$ cat src/rtl/amo_seq_pkg.sv
package amo_seq_pkg;

  typedef enum logic [1:0] {
    UOP_FENCE = 2'd0,
    UOP_LR    = 2'd1,
    UOP_SC    = 2'd2,
    UOP_AMO   = 2'd3
  } uop_kind_e;

  typedef enum logic [1:0] {
    STEP_REL = 2'd0,
    STEP_MEM = 2'd1,
    STEP_ACQ = 2'd2
  } step_e;

  typedef struct packed {
    logic first;
    logic last;
    logic barrier;
    logic dcommit;
  } uop_flags_t;

endpackage

$ cat src/rtl/amo_seq_plan.sv
// Per-step micro-op contents and successor step.
module amo_seq_plan
  import amo_seq_pkg::*;
(
  input  step_e      step_i,
  input  logic       aq_i,
  input  logic       rl_i,
  input  uop_kind_e  mem_kind_i,
  output uop_kind_e  kind_o,
  output uop_flags_t flags_o,
  output logic       final_o,
  output step_e      next_step_o
);

  always_comb begin
    kind_o      = UOP_FENCE;
    flags_o     = '0;
    final_o     = 1'b1;
    next_step_o = STEP_MEM;
    case (step_i)
      STEP_REL: begin
        flags_o.first   = 1'b1;
        flags_o.barrier = 1'b1;
        flags_o.dcommit = 1'b1;
        final_o         = 1'b0;
        next_step_o     = STEP_MEM;
      end
      STEP_MEM: begin
        kind_o          = mem_kind_i;
        flags_o.first   = ~rl_i;
        flags_o.last    = ~aq_i;
        flags_o.dcommit = aq_i;
        final_o         = ~aq_i;
        next_step_o     = STEP_ACQ;
      end
      STEP_ACQ: begin
        flags_o.last    = 1'b1;
        flags_o.barrier = 1'b1;
        final_o         = 1'b1;
        next_step_o     = STEP_MEM;
      end
      default: ;
    endcase
  end

endmodule

$ cat src/rtl/amo_seq_ctrl.sv
// Holds one instruction and walks its steps.
module amo_seq_ctrl
  import amo_seq_pkg::*;
#(
  parameter int unsigned TAG_W = 8
) (
  input  logic             clk_i,
  input  logic             rst_ni,
  input  logic             in_valid_i,
  input  uop_kind_e        in_kind_i,
  input  logic             in_aq_i,
  input  logic             in_rl_i,
  input  logic [TAG_W-1:0] in_tag_i,
  input  logic             out_ready_i,
  input  logic             final_i,
  input  step_e            next_step_i,
  output logic             in_ready_o,
  output logic             busy_o,
  output step_e            step_o,
  output logic             aq_o,
  output logic             rl_o,
  output uop_kind_e        kind_o,
  output logic [TAG_W-1:0] tag_o
);

  logic             busy_q;
  step_e            step_q;
  logic             aq_q, rl_q;
  uop_kind_e        kind_q;
  logic [TAG_W-1:0] tag_q;

  logic accept, fire;
  assign accept = in_valid_i & ~busy_q;
  assign fire   = busy_q & out_ready_i;

  always_ff @(posedge clk_i or negedge rst_ni) begin
    if (!rst_ni) begin
      busy_q <= 1'b0;
      step_q <= STEP_MEM;
      aq_q   <= 1'b0;
      rl_q   <= 1'b0;
      kind_q <= UOP_FENCE;
      tag_q  <= '0;
    end else if (accept) begin
      busy_q <= 1'b1;
      step_q <= in_rl_i ? STEP_REL : STEP_MEM;
      aq_q   <= in_aq_i;
      rl_q   <= in_rl_i;
      kind_q <= in_kind_i;
      tag_q  <= in_tag_i;
    end else if (fire) begin
      if (final_i) busy_q <= 1'b0;
      else         step_q <= next_step_i;
    end
  end

  assign in_ready_o = ~busy_q;
  assign busy_o     = busy_q;
  assign step_o     = step_q;
  assign aq_o       = aq_q;
  assign rl_o       = rl_q;
  assign kind_o     = kind_q;
  assign tag_o      = tag_q;

  AST_STEP_LEGAL: assert property (@(posedge clk_i) disable iff (!rst_ni)
    busy_q |-> (step_q != 2'd3));

  AST_REL_NEEDS_RL: assert property (@(posedge clk_i) disable iff (!rst_ni)
    busy_q && step_q == STEP_REL |-> rl_q);

  AST_ACQ_NEEDS_AQ: assert property (@(posedge clk_i) disable iff (!rst_ni)
    busy_q && step_q == STEP_ACQ |-> aq_q);

endmodule

$ cat src/rtl/amo_fence_seq.sv
module amo_fence_seq
  import amo_seq_pkg::*;
#(
  parameter int unsigned TAG_W = 8
) (
  input  logic             clk_i,
  input  logic             rst_ni,
  input  logic             in_valid_i,
  output logic             in_ready_o,
  input  logic [1:0]       in_kind_i,
  input  logic             in_aq_i,
  input  logic             in_rl_i,
  input  logic [TAG_W-1:0] in_tag_i,
  output logic             uop_valid_o,
  input  logic             uop_ready_i,
  output logic [1:0]       uop_kind_o,
  output logic             uop_first_o,
  output logic             uop_last_o,
  output logic             uop_barrier_o,
  output logic             uop_dcommit_o,
  output logic [TAG_W-1:0] uop_tag_o
);

  logic             busy, final_step, held_aq, held_rl;
  step_e            step, next_step;
  uop_kind_e        held_kind, cur_kind;
  uop_flags_t       cur_flags;
  logic [TAG_W-1:0] held_tag;

  amo_seq_ctrl #(.TAG_W(TAG_W)) u_ctrl (
    .clk_i       (clk_i),
    .rst_ni      (rst_ni),
    .in_valid_i  (in_valid_i),
    .in_kind_i   (uop_kind_e'(in_kind_i)),
    .in_aq_i     (in_aq_i),
    .in_rl_i     (in_rl_i),
    .in_tag_i    (in_tag_i),
    .out_ready_i (uop_ready_i),
    .final_i     (final_step),
    .next_step_i (next_step),
    .in_ready_o  (in_ready_o),
    .busy_o      (busy),
    .step_o      (step),
    .aq_o        (held_aq),
    .rl_o        (held_rl),
    .kind_o      (held_kind),
    .tag_o       (held_tag)
  );

  amo_seq_plan u_plan (
    .step_i      (step),
    .aq_i        (held_aq),
    .rl_i        (held_rl),
    .mem_kind_i  (held_kind),
    .kind_o      (cur_kind),
    .flags_o     (cur_flags),
    .final_o     (final_step),
    .next_step_o (next_step)
  );

  assign uop_valid_o   = busy;
  assign uop_kind_o    = cur_kind;
  assign uop_first_o   = cur_flags.first;
  assign uop_last_o    = cur_flags.last;
  assign uop_barrier_o = cur_flags.barrier;
  assign uop_dcommit_o = cur_flags.dcommit;
  assign uop_tag_o     = held_tag;

  AST_FIRST_AFTER_ACCEPT: assert property (@(posedge clk_i) disable iff (!rst_ni)
    in_valid_i && in_ready_o |=> uop_valid_o && uop_first_o);

  AST_STALL_HOLD: assert property (@(posedge clk_i) disable iff (!rst_ni)
    uop_valid_o && !uop_ready_i |=> uop_valid_o &&
      $stable({uop_kind_o, uop_first_o, uop_last_o, uop_barrier_o, uop_dcommit_o, uop_tag_o}));

  AST_CONTINUE_NOT_FIRST: assert property (@(posedge clk_i) disable iff (!rst_ni)
    uop_valid_o && uop_ready_i && !uop_last_o |=> uop_valid_o && !uop_first_o);

  AST_LAST_FREES: assert property (@(posedge clk_i) disable iff (!rst_ni)
    uop_valid_o && uop_ready_i && uop_last_o |=> in_ready_o && !uop_valid_o);

  AST_LAST_NO_DCOMMIT: assert property (@(posedge clk_i) disable iff (!rst_ni)
    uop_valid_o && uop_last_o |-> !uop_dcommit_o);

  AST_FENCE_BARRIER: assert property (@(posedge clk_i) disable iff (!rst_ni)
    uop_valid_o |-> ((uop_kind_o == UOP_FENCE) == uop_barrier_o));

  AST_TAG_STABLE_MID: assert property (@(posedge clk_i) disable iff (!rst_ni)
    uop_valid_o && !uop_last_o |=> $stable(uop_tag_o));

endmodule

$ cat config.mk
export PLATFORM = sky130hd
export DESIGN_NAME = amo_fence_seq
export DESIGN_NICKNAME = d
export VERILOG_FILES = /design/src/rtl/amo_seq_pkg.sv /design/src/rtl/amo_seq_plan.sv /design/src/rtl/amo_seq_ctrl.sv /design/src/rtl/amo_fence_seq.sv
export SDC_FILE = /design/constraint.sdc
export NUM_CORES = 1
export LEC_CHECK = 0
export ABC_AREA = 1
export BUFFER_PORTS_ARGS = -buffer_cell sky130_fd_sc_hd__buf_2
export CAP_MARGIN = 25
export CORE_MARGIN = 1
export CORE_UTILIZATION = 25
export CTS_BUF_LIST = sky130_fd_sc_hd__clkbuf_2
export CTS_CLUSTER_DIAMETER = 200
export DETAILED_ROUTE_END_ITERATION = 16
export PLACE_DENSITY_LB_ADDON = 0.25
export SYNTH_ARGS = -nofsm -noshare
export SYNTH_HDL_FRONTEND = slang
export SYNTH_HIERARCHICAL = 1
export SYNTH_SLANG_ARGS = --single-unit
$ cat constraint.sdc
create_clock -name clk_i -period 1.5 [get_ports clk_i]
set_input_delay 0.15 -clock clk_i [delete_from_list [all_inputs] [get_ports clk_i]]
set_output_delay 0.15 -clock clk_i [all_outputs]
set_load 0.1 [all_outputs]
Word-level counts from Yosys, hierarchy flattened

Cells that the tools add are included.

Output and inout port bits: 16
Register bits after elaboration: 15
Word-level logic and storage cells: 34

Bitwise gates (word level): 5
Muxes and demuxes: 14
Equality and inequality tests: 3
Reduce and logical (&&, ||, !) cells: 6

Operators with widths:

| cell                                                | count |
|---|---|
| 2-to-1 mux 2 bit                                    | 5 |
| one-hot mux 1 bit (2 select lines)                  | 4 |
| 2-to-1 mux 1 bit                                    | 5 |
| AND reduction 2 bit                                 | 2 |
| nonzero test 2 bit                                  | 2 |
| inverter 1 bit                                      | 3 |
| bitwise AND 1 bit                                   | 2 |
| equality test 2 x 1 -> 1 bit, second input constant | 1 |
| equality test 2 bit, second input constant          | 1 |
| logical NOT 2 bit                                   | 1 |
| != test 2 x 1 -> 1 bit, second input constant       | 1 |
| OR reduction 2 bit                                  | 1 |

Logic depth before layout (Yosys ltp)

Depth after elaboration: 5
Mapped depth: 9
Gate-level depth less buffers: 9

Hierarchy

Netlist, hierarchy kept.

Modules (own cells, without submodules):

| module       | sequential area each (µm²) | times used | area each (µm²) | cells each |
|---|---|---|---|---|
| amo_seq_ctrl | 376.6                      | 1          | 630.6           | 71 |
| amo_seq_plan | 0.0                        | 1          | 160.2           | 27 |

Worst setup path after synthesis

OpenSTA, ideal clock, no wires.

Path type: reg2out
Start point: reg u_ctrl.step_q[0], in the netlist u_ctrl/step_o[0]
End point: out uop_first_o
Stages on the path, launching flop included: 4
Path buffers: 0
Data arrival time: 2282 ps
Slack: -932 ps
Cells stage by stage: dfstp_2 -> ha_1 -> nor2_1 -> a21oi_1

Cells in the longest elaborated chain, start to end: 2
Elaborated cells between the ends (all ways): 3
Classes of those cells: 1 x eq/ne; 1 x mux; 1 x reduce/logical

Ends and longest elaborated chain:

| what                                                                     | line                | source |
|---|---|---|
| from (decl)                                                              | amo_seq_ctrl.sv:27  | `step_e step_q;` |
| from (signal assigned)                                                   | amo_seq_ctrl.sv:46  | `step_q <= in_rl_i ? STEP_REL : STEP_MEM;` |
| from (signal assigned)                                                   | amo_seq_ctrl.sv:53  | `else step_q <= next_step_i;` |
| equality test 2 x 1 -> 1 bit / logical NOT 2 bit (equally long branches) | amo_seq_plan.sv:20  | `case (step_i)` |
| one-hot mux 1 bit (2 select lines) *                                     | amo_seq_plan.sv:20  |  |
| to (decl)                                                                | amo_fence_seq.sv:17 | `output logic uop_first_o,` |

Every way passes the cells marked *; elsewhere a longest branch is shown, timed or not.

Worst setup path after layout

Start point: reg u_ctrl.step_q[0], in the netlist u_ctrl/step_o[0]
End point: out uop_barrier_o

Cells in the longest elaborated chain, start to end: 3
Elaborated cells between the ends (all ways): 4
Classes of those cells: 1 x eq/ne; 1 x mux; 2 x reduce/logical

Ends and longest elaborated chain:

| what                                                            | line                | source |
|---|---|---|
| equality test 2 bit / logical NOT 2 bit (equally long branches) | amo_seq_plan.sv:20  |  |
| OR reduction 2 bit (no source line) *                           | --                  |  |
| 2-to-1 mux 1 bit *                                              | amo_seq_plan.sv:20  |  |
| to (decl)                                                       | amo_fence_seq.sv:19 | `output logic uop_barrier_o,` |

Marked as above.

==> results.py <==
metrics = {
    "route": {
        "drt_pass1_iterations": 2,
        "drt-initial-drc-count": 12,
        "drc": 0,
        "via_count": 727,
        "wl_um": 1830,
        "drt.antenna.violating_nets": 0,
        "via_per_inst": 3.99,
        "wl_per_cell_um": 10.1,
    },
    "cts": {
        "cts_num_sinks": 15,
        "tritoncts.num_buffers": 3,
        "ctsLongestPathBuffers": 2,
        "clk_slew_on_worst_s_h_paths_ns": 0.14,
        "clk_root_buffer_cell": "clkbuf_2",
        "cts_tree": "done",
        "h_tree_depth_reported_by_cts": 1,
        "insertion_delay_of_the_later_clocked_pin_in_the_worst_skew_pair_ns": 0.27,
    },
    "synth": {
        "netlist_instances": 98,
        "net_count_synth": 119,
        "yosysSeqAreaShare_pct": 47.6,
        "distinct_cell_type_count_after_synthesis": 16,
        "ys_warn_count": 6,
        "synth.avg_cell_area_um2": 8.07,
        "syn_area_um2": 791,
        "ys_ff_latch": 15,
    },
    "floorplan": {
        "placeableCoreArea_um2": 3030,
        "die_x_um": 58.2,
        "initial_cell_density_of_the_core_pct": 26.1,
        "die_h_um": 58.2,
        "top_level_ports": 32,
        "design.die.area_um2": 3390,
        "std_cell_rows": 20,
    },
    "sta": {
        "report.final.hold_viol_count": 0,
        "setup_viol": 6,
        "final_critical_path_setup_slack_ns": -0.194,
        "headroom_to_the_max_slew_limit_pct": 67.2,
        "final.period_utilization_pct": 113,
        "drv_slew": 0,
        "final.setup_skew_ns": 0.000527,
        "final.min_clock_period_ns": 1.69,
        "rsz_0062_raised_after_global_routing": "yes",
        "worst_slew_pin_slew_ns": 0.496,
        "clock.fmax_ghz": 0.590,
    },
    "worst_setup_path": {
        "setup_crit_end_kind": "output pin",
        "timing_worst_setup_path_type": "flop to output pin",
        "timing.critical_path.slowest_cell_delay_ns": 0.57,
        "setup.worst_path.start_class": "flop",
        "worstPathRequired_ns": 1.35,
        "top_family_by_delay_on_critical_path": "flip-flops",
        "worst-endpoint-arrival_ns": 1.54,
        "critPathSlowestCell": "dfstp_2",
        "critical_path_peak_fanout": 3,
        "cp_num_buf_inv": 2,
        "worst_path_cell_trace": "inv_2 > ha_2 > or2_4 > buf_12",
    },
    "run_status": {
        "run_status": "complete, but fails checks",
        "violations": "setup timing",
    },
    "grt": {
        "grt_pass1_wl_um": 3070,
        "largest_net_degree_at_the_start_of_global_routing": 18,
        "grt_overflow": 0,
        "grt_usage_pct": 11.8,
        "grt_antenna_before_repair": 0,
        "vias_in_the_first_global_route": 697,
    },
    "job": {
        "max_cap_viol_count": 0,
    },
    "final_layout": {
        "diodes": 0,
        "final_cell_mix": "30 x nand2_1, 24 x buf_2, 14 x nand3_1",
        "layout.cells.most_common": "nand2_1",
        "final_net_count": 160,
        "layout.core_utilization_pct": 43.2,
        "post_route_cells_drive_above_1_share_pct": 50.7,
        "area_growth_syn_to_layout_pct": 65.5,
    },
    "placed_design": {
        "port_buffers": 31,
        "detailed_place_hpwl_um": 1300,
        "routabilityCongestion": 0.701,
    },
    "min_path": {
        "hp-class": "input pin to flop",
    },
}
-- worst reg2reg max path, stage by stage, from the launching register on --
cell	delay, ns
dfstp_2	0.57
buf_6	0.12
ha_4	0.16
buf_6	0.11
nand2_2	0.05
o21ai_2	0.08
inv_2	0.06
nand3_4	0.08
nand2_1	0.05
nand2_1	0.06
nand2_1	0.05
-- layout make-up --
| class | instances | area, um2 |
|---|---|---|
| Fill cell | 301 | 1720 |
| Multi-Input combinational cell | 65 | 455 |
| Sequential cell | 15 | 379 |
| Timing Repair Buffer | 39 | 330 |
| Inverter | 15 | 68.8 |
| Tap cell | 44 | 55.1 |
| Clock buffer | 4 | 20.0 |
-- metrics by stage --
step | area, um2 | hold slack (ns) | setup TNS (ns) | std cells | setup slack [ns]
after global routing | 1310 | 0.0845 | -1.39 | 182 | -0.259
after CTS | 1260 | 0.0789 | -1.09 | 180 | -0.210
after detailed placement | 1140 | 0.0718 | -0.0144 | 173 | -0.0144
final | 1310 | 0.0961 | -0.909 | 182 | -0.194
after floorplan | 846 | -0.146 | -0.196 | 98 | -0.0666
after global placement | 1140 | 0.0716 | 0 | 173 | 0.00793
-- repair_timing --
action	in CTS	in global routing
setup buffers	3	3
endpoints found under the setup margin	7	9
hold buffers	1	0
pin swaps	6	4
hold endpoints to repair	14	0
resized for setup	20	10
-- cells by family after synthesis --
family	count (synthesis)	synth area share (%)
fa+ha+maj	5	7.91
simple gates	53	29.0
buf+inv	18	10.1
flops	15	47.6
compound gates	7	5.38
-- per-layer routing --
layer	GRT usage, %	wire length [um]	up-vias
li1	-	-	384
met1	15.1	877	317
met2	20.4	880	24
met3	1.79	61	2
met4	4.08	14	0
met5	0	0	-
-- state kept, by name, indices dropped and copies added, names as in the netlist --
name and cells:
u_ctrl/tag_o 8, u_ctrl/rl_o 1, u_ctrl/busy_o 1, u_ctrl/kind_o 2
u_ctrl/aq_o 1, u_ctrl/step_o 2
-- synth_stat cells --
master	n	share of area [%]
nand2_1	34	16
nand3_1	16	10
dfrtp_1	14	44
inv_1	14	6.6
ha_1	5	7.9
o21ai_0	4	2.5
a21oi_2	2	2.2
a21oi_1	1	0.63
buf_2	1	0.63
buf_4	1	0.95
buf_6	1	1.4
dfstp_2	1	3.3
inv_2	1	0.47
nand2_4	1	1.4
nor2_1	1	0.47
or2_1	1	0.79
-- path summary, 6_finish.rpt --
path                             startpoint               end  slack, ns  depth (start not counted)
max                        u_ctrl/step_o[0]     uop_barrier_o      -0.19                          4
min                             in_tag_i[4]   u_ctrl/tag_o[4]        0.1                          3
max reg2reg                u_ctrl/step_o[0]  u_ctrl/step_o[0]       0.07                         10
min reg2reg                u_ctrl/kind_o[1]  u_ctrl/kind_o[1]       0.49                          2
max in group asynchronous            rst_ni  u_ctrl/step_o[0]       0.92                          2
min in group asynchronous            rst_ni   u_ctrl/tag_o[4]       0.29                          2
Power is not shown: default switching activity piles up to over one toggle a cycle in this logic, so the estimate is an artifact.
